$ cat config.mk
export PLATFORM = sky130hd
export DESIGN_NAME = keyed_watchdog
export DESIGN_NICKNAME = d
export VERILOG_FILES = /design/src/rtl/kwd_pkg.sv /design/src/rtl/kwd_key_gate.sv /design/src/rtl/kwd_count_core.sv /design/src/rtl/kwd_read_mux.sv /design/src/rtl/keyed_watchdog.sv
export SDC_FILE = /design/constraint.sdc
export NUM_CORES = 1
export LEC_CHECK = 0
export BUFFER_PORTS_ARGS = -buffer_cell sky130_fd_sc_hd__clkbuf_2
export CORE_MARGIN = 3
export CORE_UTILIZATION = 40
export DETAILED_ROUTE_END_ITERATION = 10
export GPL_TIMING_DRIVEN = 0
export PLACE_DENSITY = 0.63
export SLEW_MARGIN = 15
export SYNTH_ARGS = -nofsm -noshare
export SYNTH_HDL_FRONTEND = slang
export SYNTH_HIERARCHICAL = 1
export SYNTH_SLANG_ARGS = --single-unit
$ cat constraint.sdc
create_clock -name clk -period 5.18 [get_ports clk]
set_input_delay 1.036 -clock clk [delete_from_list [all_inputs] [get_ports clk]]
set_output_delay 1.036 -clock clk [all_outputs]
set_load 0.05 [all_outputs]
$ cat src/rtl/kwd_pkg.sv
`timescale 1ns/1ps
package kwd_pkg;

   // progress through a two-word key pair
   typedef enum logic [1:0] {
      PH_IDLE      = 2'd0,
      PH_HALT_HALF = 2'd1,
      PH_RUN_HALF  = 2'd2
   } key_phase_t;

endpackage

$ cat src/rtl/kwd_key_gate.sv
`timescale 1ns/1ps
module kwd_key_gate #(
   parameter int                DATA_W     = 32,
   parameter logic [DATA_W-1:0] KEY_HALT_A = 'hAAAA,
   parameter logic [DATA_W-1:0] KEY_HALT_B = 'h5555,
   parameter logic [DATA_W-1:0] KEY_RUN_A  = 'hBBBB,
   parameter logic [DATA_W-1:0] KEY_RUN_B  = 'h4444
) (
   input  logic              clk,
   input  logic              rst_n,
   input  logic              ctrl_wr,
   input  logic [DATA_W-1:0] wdata,
   output logic              running
);
   import kwd_pkg::*;

   key_phase_t phase_q, phase_d;
   logic       run_q, run_d;

   if (KEY_HALT_A == KEY_RUN_A) begin : g_bad_keys
      $error("kwd_key_gate: first words of both key pairs must differ");
   end

   always_comb begin
      phase_d = phase_q;
      run_d   = run_q;
      if (ctrl_wr) begin
         phase_d = PH_IDLE;
         if (phase_q == PH_HALT_HALF && wdata == KEY_HALT_B) begin
            run_d = 1'b0;
         end else if (phase_q == PH_RUN_HALF && wdata == KEY_RUN_B) begin
            run_d = 1'b1;
         end else if (wdata == KEY_HALT_A) begin
            phase_d = PH_HALT_HALF;
         end else if (wdata == KEY_RUN_A) begin
            phase_d = PH_RUN_HALF;
         end
      end
   end

   always_ff @(posedge clk or negedge rst_n) begin
      if (!rst_n) begin
         phase_q <= PH_IDLE;
         run_q   <= 1'b0;
      end else begin
         phase_q <= phase_d;
         run_q   <= run_d;
      end
   end

   assign running = run_q;

   AST_RUN_PAIR: assert property (@(posedge clk) disable iff (!rst_n)
      (ctrl_wr && phase_q == PH_RUN_HALF && wdata == KEY_RUN_B) |=> running);
   AST_HALT_PAIR: assert property (@(posedge clk) disable iff (!rst_n)
      (ctrl_wr && phase_q == PH_HALT_HALF && wdata == KEY_HALT_B) |=> !running);
   AST_NO_STRAY_CHANGE: assert property (@(posedge clk) disable iff (!rst_n)
      (!ctrl_wr || (wdata != KEY_HALT_B && wdata != KEY_RUN_B)) |=> $stable(running));
   AST_PHASE_LEGAL: assert property (@(posedge clk) disable iff (!rst_n)
      $onehot0(phase_q));

endmodule

$ cat src/rtl/kwd_count_core.sv
`timescale 1ns/1ps
module kwd_count_core #(
   parameter int CNT_W            = 32,
   parameter bit REGISTERED_PULSE = 1'b1
) (
   input  logic             clk,
   input  logic             rst_n,
   input  logic             running,
   input  logic             tick,
   input  logic             cnt_wr,
   input  logic             load_wr,
   input  logic [CNT_W-1:0] wdata,
   output logic [CNT_W-1:0] cnt,
   output logic [CNT_W-1:0] load,
   output logic             rst_req
);
   localparam logic [CNT_W-1:0] ALL_ONES = {CNT_W{1'b1}};
   localparam logic [CNT_W-1:0] ONE      = CNT_W'(1);

   logic [CNT_W-1:0] cnt_q, load_q;
   logic             step, wrap;

   if (CNT_W < 8) begin : g_bad_width
      $error("kwd_count_core: CNT_W must be at least 8");
   end

   assign step = running && tick && !cnt_wr;
   assign wrap = step && (cnt_q == ALL_ONES);

   always_ff @(posedge clk or negedge rst_n) begin
      if (!rst_n) begin
         cnt_q  <= '0;
         load_q <= '0;
      end else begin
         if (load_wr) begin
            load_q <= wdata;
         end
         if (cnt_wr) begin
            cnt_q <= wdata;
         end else if (wrap) begin
            cnt_q <= load_q;
         end else if (step) begin
            cnt_q <= cnt_q + ONE;
         end
      end
   end

   if (REGISTERED_PULSE) begin : g_reg_pulse
      logic req_q;
      always_ff @(posedge clk or negedge rst_n) begin
         if (!rst_n) req_q <= 1'b0;
         else        req_q <= wrap;
      end
      assign rst_req = req_q;

      AST_RELOAD_ON_WRAP: assert property (@(posedge clk) disable iff (!rst_n)
         rst_req |-> (cnt == $past(load)));
      AST_PULSE_CAUSE: assert property (@(posedge clk) disable iff (!rst_n)
         rst_req |-> $past(running && tick && !cnt_wr));
   end else begin : g_comb_pulse
      assign rst_req = wrap;
   end

   assign cnt  = cnt_q;
   assign load = load_q;

   AST_STEP_ONE: assert property (@(posedge clk) disable iff (!rst_n)
      (running && tick && !cnt_wr && cnt != ALL_ONES) |=> (cnt == $past(cnt) + ONE));
   AST_FROZEN: assert property (@(posedge clk) disable iff (!rst_n)
      (!running && !cnt_wr) |=> $stable(cnt));
   AST_WRITE_WINS: assert property (@(posedge clk) disable iff (!rst_n)
      cnt_wr |=> (cnt == $past(wdata)));

endmodule

$ cat src/rtl/kwd_read_mux.sv
`timescale 1ns/1ps
module kwd_read_mux #(
   parameter int               ADDR_W   = 8,
   parameter int               DATA_W   = 32,
   parameter int               CNT_W    = 32,
   parameter logic [ADDR_W-1:0] OFF_CNT  = 'h28,
   parameter logic [ADDR_W-1:0] OFF_LOAD = 'h2C,
   parameter logic [ADDR_W-1:0] OFF_CTRL = 'h48
) (
   input  logic [ADDR_W-1:0] addr,
   input  logic [CNT_W-1:0]  cnt,
   input  logic [CNT_W-1:0]  load,
   input  logic              running,
   output logic [DATA_W-1:0] rdata
);
   logic [DATA_W-1:0] cnt_x, load_x;

   if (CNT_W == DATA_W) begin : g_same
      assign cnt_x  = cnt;
      assign load_x = load;
   end else begin : g_pad
      assign cnt_x  = {{(DATA_W-CNT_W){1'b0}}, cnt};
      assign load_x = {{(DATA_W-CNT_W){1'b0}}, load};
   end

   always_comb begin
      rdata = '0;
      if (addr == OFF_CNT)       rdata = cnt_x;
      else if (addr == OFF_LOAD) rdata = load_x;
      else if (addr == OFF_CTRL) rdata = {{(DATA_W-1){1'b0}}, running};
   end

endmodule

$ cat src/rtl/keyed_watchdog.sv
`timescale 1ns/1ps
module keyed_watchdog #(
   parameter int                DATA_W           = 32,
   parameter int                CNT_W            = 32,
   parameter int                ADDR_W           = 8,
   parameter logic [ADDR_W-1:0] OFF_CNT          = 'h28,
   parameter logic [ADDR_W-1:0] OFF_LOAD         = 'h2C,
   parameter logic [ADDR_W-1:0] OFF_CTRL         = 'h48,
   parameter logic [DATA_W-1:0] KEY_HALT_A       = 'hAAAA,
   parameter logic [DATA_W-1:0] KEY_HALT_B       = 'h5555,
   parameter logic [DATA_W-1:0] KEY_RUN_A        = 'hBBBB,
   parameter logic [DATA_W-1:0] KEY_RUN_B        = 'h4444,
   parameter bit                REGISTERED_PULSE = 1'b1
) (
   input  logic              clk,
   input  logic              rst_n,
   input  logic              tick_en,
   input  logic              wr_en,
   input  logic [ADDR_W-1:0] addr,
   input  logic [DATA_W-1:0] wdata,
   output logic [DATA_W-1:0] rdata,
   output logic              running,
   output logic              rst_req
);
   logic             ctrl_wr, cnt_wr, load_wr;
   logic [CNT_W-1:0] cnt, load;

   if (CNT_W > DATA_W) begin : g_bad_cnt
      $error("keyed_watchdog: CNT_W must not exceed DATA_W");
   end
   if (OFF_CNT == OFF_LOAD || OFF_CNT == OFF_CTRL || OFF_LOAD == OFF_CTRL) begin : g_bad_map
      $error("keyed_watchdog: register offsets must be distinct");
   end

   assign ctrl_wr = wr_en && (addr == OFF_CTRL);
   assign cnt_wr  = wr_en && (addr == OFF_CNT);
   assign load_wr = wr_en && (addr == OFF_LOAD);

   kwd_key_gate #(
      .DATA_W(DATA_W), .KEY_HALT_A(KEY_HALT_A), .KEY_HALT_B(KEY_HALT_B),
      .KEY_RUN_A(KEY_RUN_A), .KEY_RUN_B(KEY_RUN_B)
   ) u_keys (
      .clk(clk), .rst_n(rst_n), .ctrl_wr(ctrl_wr), .wdata(wdata), .running(running)
   );

   kwd_count_core #(.CNT_W(CNT_W), .REGISTERED_PULSE(REGISTERED_PULSE)) u_core (
      .clk(clk), .rst_n(rst_n), .running(running), .tick(tick_en),
      .cnt_wr(cnt_wr), .load_wr(load_wr), .wdata(wdata[CNT_W-1:0]),
      .cnt(cnt), .load(load), .rst_req(rst_req)
   );

   kwd_read_mux #(
      .ADDR_W(ADDR_W), .DATA_W(DATA_W), .CNT_W(CNT_W),
      .OFF_CNT(OFF_CNT), .OFF_LOAD(OFF_LOAD), .OFF_CTRL(OFF_CTRL)
   ) u_rd (
      .addr(addr), .cnt(cnt), .load(load), .running(running), .rdata(rdata)
   );

   AST_LOAD_TAKEN: assert property (@(posedge clk) disable iff (!rst_n)
      load_wr |=> (load == $past(wdata[CNT_W-1:0])));
   AST_REQ_NEEDS_RUN: assert property (@(posedge clk) disable iff (!rst_n)
      rst_req |-> $past(running));

endmodule

==> summary.md <==
| Metric | Value |
|---|---|
| Max Clock Skew | 0.0102 ns |
| Max FO, Critical Path | 10 |
| Post-synth ARST share | 100% |
| Kind of end point of the critical path | flip-flop |
| Worst slew pin tran | 0.998 ns |
| Final setup vio count | 0 |
| Initial Util | 42.0% |
| IO Count | 78 |
| Yosys top cell area share | 38.3% |
| Top achievable clock speed | 293 MHz |
| First DRT Iteration DRCs | 378 |
| Synthesized area per cell | 9.09 µm² |
| DRT antenna net count | 0 |
| Critical path buffer and inverter count | 4 |
| Combinational power share | 13.4% |
| Min cycle time layout | 3.41 ns |
| Hold buffer count at CTS | 0 |
| Worst-Skew Late Latency | 0.34 ns |
| Max Cap Viol | 0 |
| Switching share of power | 27.9% |
| R2R Setup Slk | 2.24 ns |
| Clk pin slew, worst setup/hold paths | 0.07 ns |
| Mapped Cells | 488 |
| First-pass GRT wire length | 23000 µm |
| Final Power | 1.17 mW |
| Max Slew Vio Count | 0 |
| DIE HEIGHT | 111 µm |
| Fin area | 0.00520 mm² |
| CP max stage delay | 0.54 ns |
| Area delta synth->final | 17.1% |
| Total die area | 0.0124 mm² |
| Clock share of power | 34.7% |
| Cell depth of the worst setup path | 7 |
| DRT Wirelength | 14500 µm |
| PortBufs | 77 |
| Vias in the first global route | 4163 |
| Cell breakdown of the critical path | clkbuf_2 -> or4b_1 -> nor3_1 -> clkbuf_1 -> clkbuf_1 -> clkbuf_1 -> o221ai_1 |
| Clock tree sinks | 68 |
| Clock root buffer | clkbuf_8 |
| Initial antenna violation count | 0 |
| Via/cell ratio | 5.94 |
| Tcrit/Tclk final | 65.9% |
| Seq/Total Area, Yosys | 38.3% |
| Core box area | 0.0106 mm² |
| CP top delay family | buffers and inverters |
| Power Density | 225 mW/mm² |
| # Post-CTS Setup Buffers | 0 |
| Vias | 4250 |
| Critical path required time | 5.38 ns |
| Diode count | 0 |
| Synthesized Nets | 533 |
| DRC errors left | 0 |
| Placer Congestion | 0.907 |
| RSZ-0062 raised after global routing | false |
| Crit-path slowest cell | or4b_1 |
| Startpoint Class | primary input |
| P_sw | 0.326 mW |
| Worst endpoint data arrival time | 3.61 ns |
| Status | finished, final reports clean |
| Peak VDD IR | 0.000126 V |
| Flops & latches, synth | 68 |
| Pleak | 2.30 nW |
| WL/cell | 20.2 µm |
| Worst slew margin | 32.9% |
| R2R cell count | 6 |
| YS warnings | 6 |
| Layout cell share with drive strength beyond 1 | 25.3% |
| Setup_tns | 0 ns |
| Synth top area cells | dfrtp_1, mux2i_1, mux2_2, nand2_1, nor2_1 |
| Total track usage | 23.2% |
| Placed Instance Area | 0.00502 mm² |
| Finished Core Util | 49.2% |
| Worst hold stages | 2 |
| Grt total ovfl | 0 |
| Hpwl dp | 10500 µm |
| CP Class | in -> reg |
| Largest net degree at the start of global routing | 39 |
| Netlist cell types | 60 |
| CTS max path bufs | 2 |
| Post-CTS Resized | 0 |
| Post-synth EDFFs | 0 |
| Worst path most repeated cell | clkbuf_1 |
| CTS tree | built |
| Predominant post-synthesis flop cell | dfrtp_1 |
| H-tree depth | 3 |
| Count leader, synth | dfrtp_1 |
| Pre-antenna DRT Iters | 6 |
| Top cells by count, synth | dfrtp_1, nand2_1, nor2_1 |
| CTS Buf Count | 9 |
| Nets@finish | 622 |
| Mapped cell area | 0.00444 mm² |
| Internal power | 0.843 mW |
| Cell taking the most area after synthesis | dfrtp_1 |
| Die Span X | 111 µm |
| FILL cells | 1020 |
| Flop pwr share | 51.9% |
| Final hold vios | 0 |
| HP Class | reg -> reg |
| Std cell rows | 37 |
==> power groups by stage <==
| stage | clock network [mW] | registers (mW) | logic (mW) |
|---|---|---|---|
| 2_1_floorplan | 0 | 0.604 | 0.0946 |
| 3_3_place_gp | 0 | 0.615 | 0.148 |
| 3_5_place_dp | 0 | 0.617 | 0.154 |
| 4_1_cts | 0.417 | 0.606 | 0.155 |
| 5_1_grt | 0.441 | 0.613 | 0.173 |
| 6_report | 0.406 | 0.607 | 0.156 |
==> registers in the layout, indices dropped and copies added, names as in the netlist <==
signal and flops:
u_core/cnt 32, u_core/load 32, u_keys/phase_q 2, u_core/rst_req 1, u_keys/running 1
==> layout make-up <==
cell class                      count  area, µm²  share of cell area [%]
Buffer                             28        119                    2.29
Clock buffer                       12        165                    3.18
Clock inverter                      2       10.0                   0.193
Inverter                            6       22.5                   0.433
Multi-Input combinational cell    386       2600                    50.0
Sequential cell                    68       1700                    32.7
Tap cell                          136        170                    3.27
Timing Repair Buffer               78        408                    7.85
==> placed cells by master (no fill, tap or decap), types with 4 or more instances in the layout <==
cell      instances
a211o_1           5
a21oi_1          16
a221oi_1          4
and3_1            4
buf_2             8
clkbuf_1         16
clkbuf_2         76
clkbuf_8         12
dfrtp_1          68
inv_1             6
mux2_2           31
mux2i_1          37
nand2_1          61
nand3_1          12
nand4_1          15
nor2_1           53
nor3_1           15
nor4_1            9
o21ai_0          34
o221ai_1          5
o31a_1            5
or3_1             4
xnor2_1           8
xor2_1           12
==> worst paths after layout <==
| check | from | to |
|---|---|---|
| max | addr[4] | u_core/cnt[8] |
| min | u_core/load[16] | u_core/cnt[16] |
| max reg2reg | u_core/cnt[0] | u_core/cnt[23] |
| min reg2reg | u_core/load[16] | u_core/cnt[16] |
| max in group asynchronous | rst_n | u_core/cnt[14] |
| min in group asynchronous | rst_n | u_core/load[30] |
==> routing by layer <==
| metal | GRT usage [%] | up-vias | part of all wire (%) |
|---|---|---|---|
| met1 | 31.8 | 2067 | 43 |
| met4 | 4.30 | 0 | 0.92 |
| met3 | 5.38 | 12 | 8.4 |
| met2 | 38.0 | 201 | 47 |
| li1 | - | 1970 | - |
| met5 | 0 | - | 0 |
==> worst min-delay path, cell delays in order, from the launching register on <==
cell,delay (ns)
dfrtp_1,0.36
nand2_1,0.05
nand3_1,0.07
==> stage by stage <==
| step | worst slack [ns] | hold WS [ns] | std cells |
|---|---|---|---|
| global placement | 1.45 | 0.491 | 701 |
| detailed placement | 1.45 | 0.514 | 702 |
| floorplan | 1.18 | 0.477 | 488 |
| finish | 1.77 | 0.522 | 716 |
| CTS | 1.81 | 0.529 | 716 |
| global route | 1.62 | 0.555 | 716 |
==> cell families after synthesis <==
kind of cell	after synthesis	share of synthesized area, %
AND/OR/NAND/NOR	209	25.1
XOR/XNOR	20	3.95
AO/OA/AOI/OAI	87	12.6
adder cells (fa/ha/maj)	1	0.282
buffers and inverters	34	3.19
flip-flops	68	38.3
multiplexers	69	16.5
(Power assumes the default switching activity.)
